==> config.mk <==
export PLATFORM = sky130hd
export DESIGN_NAME = icu_top
export DESIGN_NICKNAME = d
export VERILOG_FILES = /design/src/rtl/icu_pkg.sv /design/src/rtl/icu_src_cell.sv /design/src/rtl/icu_prio.sv /design/src/rtl/icu_vec_bank.sv /design/src/rtl/icu_top.sv
export SDC_FILE = /design/constraint.sdc
export NUM_CORES = 1
export LEC_CHECK = 0
export BUFFER_PORTS_ARGS = -buffer_cell sky130_fd_sc_hd__buf_2
export CAP_MARGIN = 20
export CORE_MARGIN = 5
export CORE_UTILIZATION = 55
export DETAILED_ROUTE_END_ITERATION = 7
export HOLD_SLACK_MARGIN = 0.08
export PLACE_DENSITY = 0.83
export SLEW_MARGIN = 5
export SYNTH_ARGS = -nofsm -noshare
export SYNTH_HDL_FRONTEND = slang
export SYNTH_HIERARCHICAL = 1
export SYNTH_SLANG_ARGS = --single-unit
==> constraint.sdc <==
create_clock -name clk -period 8.61 [get_ports clk]
set_input_delay 1.722 -clock clk [delete_from_list [all_inputs] [get_ports clk]]
set_output_delay 1.722 -clock clk [all_outputs]
set_load 0.02 [all_outputs]
==> src/rtl/icu_pkg.sv <==
package icu_pkg;

  typedef enum logic [2:0] {
    CMD_NOP      = 3'd0,
    CMD_CLR_BOTH = 3'd1,
    CMD_SET_IUS  = 3'd2,
    CMD_CLR_IUS  = 3'd3,
    CMD_SET_IP   = 3'd4,
    CMD_CLR_IP   = 3'd5,
    CMD_SET_IE   = 3'd6,
    CMD_CLR_IE   = 3'd7
  } icu_cmd_e;

  localparam int STAT_W = 2;

endpackage

==> src/rtl/icu_src_cell.sv <==
module icu_src_cell
  import icu_pkg::*;
(
  input  logic     clk,
  input  logic     rst,
  input  logic     clr,
  input  logic     event_i,
  input  logic     cmd_hit,
  input  icu_cmd_e cmd_code,
  input  logic     ack_hit,
  output logic     ip,
  output logic     ius,
  output logic     ie,
  output logic     err
);

  logic ip_n, ius_n, ie_n, err_n;

  always_comb begin
    ip_n  = ip;
    ius_n = ius;
    ie_n  = ie;
    err_n = err;
    if (event_i) begin
      if (ip) err_n = 1'b1;
      ip_n = 1'b1;
    end
    if (cmd_hit) begin
      case (cmd_code)
        CMD_CLR_BOTH: begin ip_n = 1'b0; ius_n = 1'b0; err_n = 1'b0; end
        CMD_SET_IUS:  ius_n = 1'b1;
        CMD_CLR_IUS:  ius_n = 1'b0;
        CMD_SET_IP:   ip_n = 1'b1;
        CMD_CLR_IP:   begin ip_n = 1'b0; err_n = 1'b0; end
        CMD_SET_IE:   ie_n = 1'b1;
        CMD_CLR_IE:   ie_n = 1'b0;
        default:      ;
      endcase
    end
    if (ack_hit) ius_n = 1'b1;
  end

  always_ff @(posedge clk) begin
    if (rst || clr) begin
      ip  <= 1'b0;
      ius <= 1'b0;
      ie  <= 1'b0;
      err <= 1'b0;
    end else begin
      ip  <= ip_n;
      ius <= ius_n;
      ie  <= ie_n;
      err <= err_n;
    end
  end

  // a pending-clear command leaves pending low
  a_r1_clear_ip: assert property (@(posedge clk) disable iff (rst)
    (cmd_hit && cmd_code == CMD_CLR_IP) |=> !ip);

  // an enable-set command outside soft reset takes effect
  a_r1_set_ie: assert property (@(posedge clk) disable iff (rst)
    (cmd_hit && cmd_code == CMD_SET_IE && !clr) |=> ie);

  // overrun only ever appears alongside pending
  a_r2_err_with_ip: assert property (@(posedge clk) disable iff (rst)
    $rose(err) |-> ip);

endmodule

==> src/rtl/icu_prio.sv <==
module icu_prio #(
  parameter int N     = 5,
  parameter int IDX_W = $clog2(N)
) (
  input  logic [N-1:0]     ip,
  input  logic [N-1:0]     ie,
  input  logic [N-1:0]     ius,
  output logic [N-1:0]     win,
  output logic [IDX_W-1:0] win_idx,
  output logic             win_any
);

  always_comb begin
    logic blocked;
    blocked = 1'b0;
    win     = '0;
    win_idx = '0;
    win_any = 1'b0;
    for (int i = 0; i < N; i++) begin
      blocked = blocked | ius[i];
      if (ip[i] && ie[i] && !blocked && !win_any) begin
        win[i]  = 1'b1;
        win_idx = IDX_W'(i);
        win_any = 1'b1;
      end
    end
  end

endmodule

==> src/rtl/icu_vec_bank.sv <==
module icu_vec_bank #(
  parameter int N     = 5,
  parameter int VEC_W = 8,
  parameter int SEL_W = $clog2(N)
) (
  input  logic             clk,
  input  logic             rst,
  input  logic             wr_en,
  input  logic [SEL_W-1:0] wr_sel,
  input  logic [VEC_W-1:0] wr_data,
  input  logic [SEL_W-1:0] rd_sel_a,
  output logic [VEC_W-1:0] rd_data_a,
  input  logic [SEL_W-1:0] rd_sel_b,
  output logic [VEC_W-1:0] rd_data_b
);

  logic [VEC_W-1:0] base_q [N];

  genvar g;
  generate
    for (g = 0; g < N; g++) begin : g_slot
      always_ff @(posedge clk) begin
        if (rst)
          base_q[g] <= '0;
        else if (wr_en && wr_sel == SEL_W'(g))
          base_q[g] <= wr_data;
      end
    end
  endgenerate

  always_comb begin
    rd_data_a = '0;
    rd_data_b = '0;
    for (int i = 0; i < N; i++) begin
      if (rd_sel_a == SEL_W'(i)) rd_data_a = base_q[i];
      if (rd_sel_b == SEL_W'(i)) rd_data_b = base_q[i];
    end
  end

endmodule

==> src/rtl/icu_top.sv <==
module icu_top
  import icu_pkg::*;
#(
  parameter int NUM_SRC = 5,
  parameter int VEC_W   = 8,
  parameter int SEL_W   = $clog2(NUM_SRC),
  parameter int CTL_W   = NUM_SRC + 2
) (
  input  logic               clk,
  input  logic               rst,
  input  logic [NUM_SRC-1:0] src_event,
  input  logic               cmd_valid,
  input  logic [SEL_W-1:0]   cmd_sel,
  input  logic [2:0]         cmd_code,
  input  logic               ack,
  input  logic               ctl_wr,
  input  logic [CTL_W-1:0]   ctl_wdata,
  output logic [CTL_W-1:0]   ctl_rdata,
  input  logic               vec_wr,
  input  logic [SEL_W-1:0]   vec_wsel,
  input  logic [VEC_W-1:0]   vec_wdata,
  input  logic               vec_rd,
  input  logic [SEL_W-1:0]   vec_rsel,
  output logic [VEC_W-1:0]   vec_rdata,
  output logic [VEC_W-1:0]   cur_vec,
  output logic               irq_n
);

  localparam int MIE_BIT = CTL_W - 1;

  logic [CTL_W-1:0]   ctl_q;
  logic               clr, mie;
  logic [NUM_SRC-1:0] vis;
  logic [NUM_SRC-1:0] ip_v, ius_v, ie_v, err_v, win;
  logic [SEL_W-1:0]   win_idx;
  logic               win_any;
  logic [VEC_W-1:0]   base_rd, base_cur;

  function automatic logic [VEC_W-1:0] form_vec(
    input logic [VEC_W-1:0] base, input logic with_stat,
    input logic e, input logic p);
    return with_stat ? {base[VEC_W-1:STAT_W], e, p} : base;
  endfunction

  // control register: soft reset bit dominates all other bits
  always_ff @(posedge clk) begin
    if (rst)
      ctl_q <= CTL_W'(1);
    else if (ctl_wr) begin
      if (ctl_q[0] || ctl_wdata[0])
        ctl_q <= CTL_W'(ctl_wdata[0]);
      else
        ctl_q <= ctl_wdata;
    end
  end

  assign ctl_rdata = ctl_q;
  assign clr       = ctl_q[0] | (ctl_wr & ctl_wdata[0]);
  assign mie       = ctl_q[MIE_BIT];
  assign vis       = ctl_q[NUM_SRC:1];

  genvar g;
  generate
    for (g = 0; g < NUM_SRC; g++) begin : g_src
      icu_src_cell u_cell (
        .clk      (clk),
        .rst      (rst),
        .clr      (clr),
        .event_i  (src_event[g]),
        .cmd_hit  (cmd_valid && cmd_sel == SEL_W'(g)),
        .cmd_code (icu_cmd_e'(cmd_code)),
        .ack_hit  (ack && win[g]),
        .ip       (ip_v[g]),
        .ius      (ius_v[g]),
        .ie       (ie_v[g]),
        .err      (err_v[g])
      );
    end
  endgenerate

  icu_prio #(.N(NUM_SRC), .IDX_W(SEL_W)) u_prio (
    .ip      (ip_v),
    .ie      (ie_v),
    .ius     (ius_v),
    .win     (win),
    .win_idx (win_idx),
    .win_any (win_any)
  );

  icu_vec_bank #(.N(NUM_SRC), .VEC_W(VEC_W), .SEL_W(SEL_W)) u_bank (
    .clk       (clk),
    .rst       (rst),
    .wr_en     (vec_wr),
    .wr_sel    (vec_wsel),
    .wr_data   (vec_wdata),
    .rd_sel_a  (vec_rsel),
    .rd_data_a (base_rd),
    .rd_sel_b  (win_idx),
    .rd_data_b (base_cur)
  );

  // status bits of the addressed source
  logic rd_vis, rd_err, rd_ip, cur_vis, cur_err, cur_ip;
  always_comb begin
    rd_vis = 1'b0; rd_err = 1'b0; rd_ip = 1'b0;
    cur_vis = 1'b0; cur_err = 1'b0; cur_ip = 1'b0;
    for (int i = 0; i < NUM_SRC; i++) begin
      if (vec_rsel == SEL_W'(i)) begin
        rd_vis = vis[i]; rd_err = err_v[i]; rd_ip = ip_v[i];
      end
      if (win_idx == SEL_W'(i)) begin
        cur_vis = vis[i]; cur_err = err_v[i]; cur_ip = ip_v[i];
      end
    end
  end

  assign cur_vec = win_any ? form_vec(base_cur, mie & cur_vis, cur_err, cur_ip)
                           : {VEC_W{1'b1}};

  always_ff @(posedge clk) begin
    if (rst) begin
      vec_rdata <= '0;
      irq_n     <= 1'b1;
    end else begin
      if (vec_rd)
        vec_rdata <= form_vec(base_rd, mie & rd_vis, rd_err, rd_ip);
      irq_n <= ~(mie & win_any);
    end
  end

  // the request line only drops when the master enable was on
  a_r4_irq_needs_mie: assert property (@(posedge clk) disable iff (rst)
    !irq_n |-> $past(mie));

  // acknowledge marks the winning source in service
  a_r8_ack_sets_ius: assert property (@(posedge clk) disable iff (rst)
    (ack && win_any && !clr) |=> ((ius_v & $past(win)) == $past(win)));

  // soft reset keeps every source flag clear
  a_r9_reset_empty: assert property (@(posedge clk) disable iff (rst)
    ctl_q[0] |-> (ip_v == '0 && ius_v == '0 && ie_v == '0 && err_v == '0));

endmodule

==> flow_metrics.tcl <==
set metrics [dict create \
    grt_max_degree 47 \
    post_cts_resized 0 \
    dr.pass1.iters 5 \
    dp_hpwl_mm 7.85 \
    worstPathArrival_ns 3.41 \
    ir_drop_uv 93.6 \
    viasPerCell 6.36 \
    grt_pass1_vias 3499 \
    crit_chain "nor4_2 -> a32oi_1 -> nor2_1 -> nor2b_1 -> a22oi_1 -> o21ai_0 -> nor2_1 -> o21ai_2 -> buf_2" \
    cp_max_fo 15 \
    diodes 0 \
    coreArea_mm2 0.00777 \
    numPortBuffers 62 \
    max_cap_viol_count 0 \
    fin_skew_ns 0.0114 \
    timing.rr.start "g_src[1].u_cell/ius$_SDFFE_PP0P_" \
    num_rows 32 \
    multi_input_area_mm2 0.00237 \
    grt_usage_pct 22.3 \
    rsz0062_at_grt "no" \
    ios 63 \
    gp_routability_congestion 0.895 \
    async_flop_share_pct 0 \
    seq_area_frac_synth_pct 43.7 \
    ant_nets 0 \
    avgSynthCellArea_um2 10.8 \
    cts_setup_buffers 0 \
    yosys_warnings 6 \
    cp_slowest_cell "nor2_1" \
    fin_crit_ns 5.14 \
    final_area_mm2 0.00497 \
    startpoint "g_src[1].u_cell/ius$_SDFFE_PP0P_" \
    synth_nets 445 \
    cts-root-buf "clkbuf_8" \
    place_inst 555 \
    fillerInstances 622 \
    reg2reg_depth 6 \
    clock_latency_ns 0.35 \
    clk_pin_slew_ns 0.09 \
    regToRegSetupSlack_ns 6.20 \
    holdBufCountCts 0 \
    fmaxAchievable_mhz 195 \
    fin_tns_setup_ns 0 \
    drtIter0Drc 354 \
    setup_slack_ns 3.47 \
    antenna_found_initial 0 \
    synth-seq-cells 76 \
    dieArea_mm2 0.00988 \
    placed_cell_area_mm2 0.00476 \
    worstPathRequired_ns 6.89 \
    wl_per_cell_um 18.9 \
    drive_gt1_share_pct 29.9 \
    grt_pass1_wl_mm 17.6 \
    wl_mm 10.8 \
    tightest_slew_ns 1.02 \
    setup-violations-final 0 \
    regArea_mm2 0.00192 \
    ys.flop_type "edfxtp_1" \
    hp-class "reg -> reg" \
    cts_tree "built" \
    vias 3633 \
    syn_inst 406 \
    dp_slack_ns 3.92 \
    area_growth_pct 13.0 \
    synth_cell_types 59 \
    cts_buffer_depth 2 \
    finalMaxSlewViolations 0 \
    fin_cells 571 \
    pwr_density_cell_mw_per_mm2 158 \
    crit_type "reg -> out" \
    synth_edf_count 40 \
    crit_top_cell "nor2_1" \
    netlist_area_mm2 0.00439 \
    drc_errors 0 \
    die_y_um 99.4 \
    worstHoldPathCells 2 \
    cp-start-kind "flip-flop" \
    hold_violations 0 \
    leakagePower_nw 1.81 \
    clock-sinks 76 \
    hold_start "vec_rdata[3]$_SDFFE_PP0P_" \
    die_x_um 99.4 \
    status "completed" \
    max_slew_margin_pct 31.5 \
    slowest_delay_ns 0.80 \
    start_util_pct 56.6 \
    grt_overflow 0 \
    end_kind "output port" \
    finalCritPeriodShare_pct 59.7 \
    layout.nets 503 \
    cts_buffers 9 \
    htreeDepth 3 \
]
-- worst paths after layout --
kind,endpoint
worst max-delay path,cur_vec[1]
worst min-delay path,vec_rdata[3]$_SDFFE_PP0P_
worst max register to register,g_src[4].u_cell/ius$_SDFFE_PP0P_
worst min register to register,vec_rdata[3]$_SDFFE_PP0P_
-- registers in the layout (all words and copies together) (netlist names) --
signal and cells:
irq_n 1, g_src.u_cell/ius 5, g_src.u_cell/ip 5, g_src.u_cell/err 5, g_src.u_cell/ie 5, ctl_rdata 7
u_bank/base_q 40, vec_rdata 8
-- cells in the mapped netlist, drive strengths merged, types with 3 or more instances --
cell / n / area [um2]
and2: 46 / 288
edfxtp: 40 / 1200
dfxtp: 36 / 721
nor2: 26 / 97.6
mux2i: 22 / 220
nand3: 17 / 85.1
nand2b: 14 / 87.6
nor2b: 13 / 81.3
a22oi: 12 / 90.1
nand3b: 12 / 90.1
a21oi: 11 / 55.1
nor3: 11 / 100
nor4: 11 / 75.1
o21ai: 11 / 62.6
a2111oi: 10 / 150
mux2: 10 / 113
a32oi: 9 / 78.8
a31o: 8 / 78.8
buf: 8 / 50.0
nand2: 8 / 30.0
clkbuf: 7 / 26.3
a31oi: 6 / 37.5
and3b: 6 / 60.1
inv: 6 / 22.5
and4: 5 / 50.1
and4bb: 5 / 62.6
o221ai: 4 / 35.0
and3: 3 / 23.8
mux4: 3 / 75.1
o311ai: 3 / 26.3
o32ai: 3 / 26.3
or3b: 3 / 28.8
-- layout make-up --
| type | instances | area share [%] |
|---|---|---|
| Multi-Input combinational cell | 309 | 47.8 |
| Tap cell | 102 | 2.57 |
| Timing Repair Buffer | 62 | 6.25 |
| Sequential cell | 76 | 38.7 |
| Clock inverter | 7 | 1.76 |
| Clock buffer | 9 | 2.49 |
| Inverter | 6 | 0.453 |
-- placed cells by master (no fill, tap or decap), types with 12 or more instances in the layout --
cell type / instances
buf_2: 62
and2_1: 46
edfxtp_1: 40
dfxtp_1: 36
nor2_1: 26
mux2i_1: 22
nand3_1: 17
nand2b_1: 14
nor2b_1: 13
nand3b_1: 12
a22oi_1: 12
-- metrics by stage --
step           util, %  power, mW  hold WS [ns]
6_report          63.9      0.783         0.501
5_1_grt           63.9      0.816         0.523
4_1_cts           63.9      0.787         0.501
3_5_place_dp      61.2      0.499         0.478
3_3_place_gp      61.2      0.496         0.470
2_1_floorplan        -      0.462         0.489
-- metal layers --
layer / vias to the layer above / global-route usage, % / wire length (um)
met4: 0 / 8.61 / 217
li1: 1700 / - / -
met5: - / 0 / 0
met2: 154 / 35.7 / 5150
met3: 23 / 4.91 / 732
met1: 1756 / 29.5 / 4690
-- worst max-delay path, delay by kind of cell, from the launching register on --
kind | cells | cell delay [ns]
AO/OA/AOI/OAI | 4 | 0.70
AND/OR/NAND/NOR | 4 | 1.83
flip-flops | 1 | 0.35
buffers and inverters | 1 | 0.18
-- kinds of logic after synthesis --
| family | after synthesis | share of synthesized area [%] |
|---|---|---|
| flip-flops | 76 | 43.7 |
| AO/OA/AOI/OAI | 86 | 16.8 |
| multiplexers | 35 | 9.28 |
| buffers and inverters | 21 | 2.25 |
| AND/OR/NAND/NOR | 188 | 28.0 |
-- where the power goes --
part | switching, mW | internal (mW)
Clock | 0.148 | 0.142
Combinational | 0.0503 | 0.0319
Sequential | 0.0131 | 0.398
Note: power is estimated with default switching activity, not from simulation.
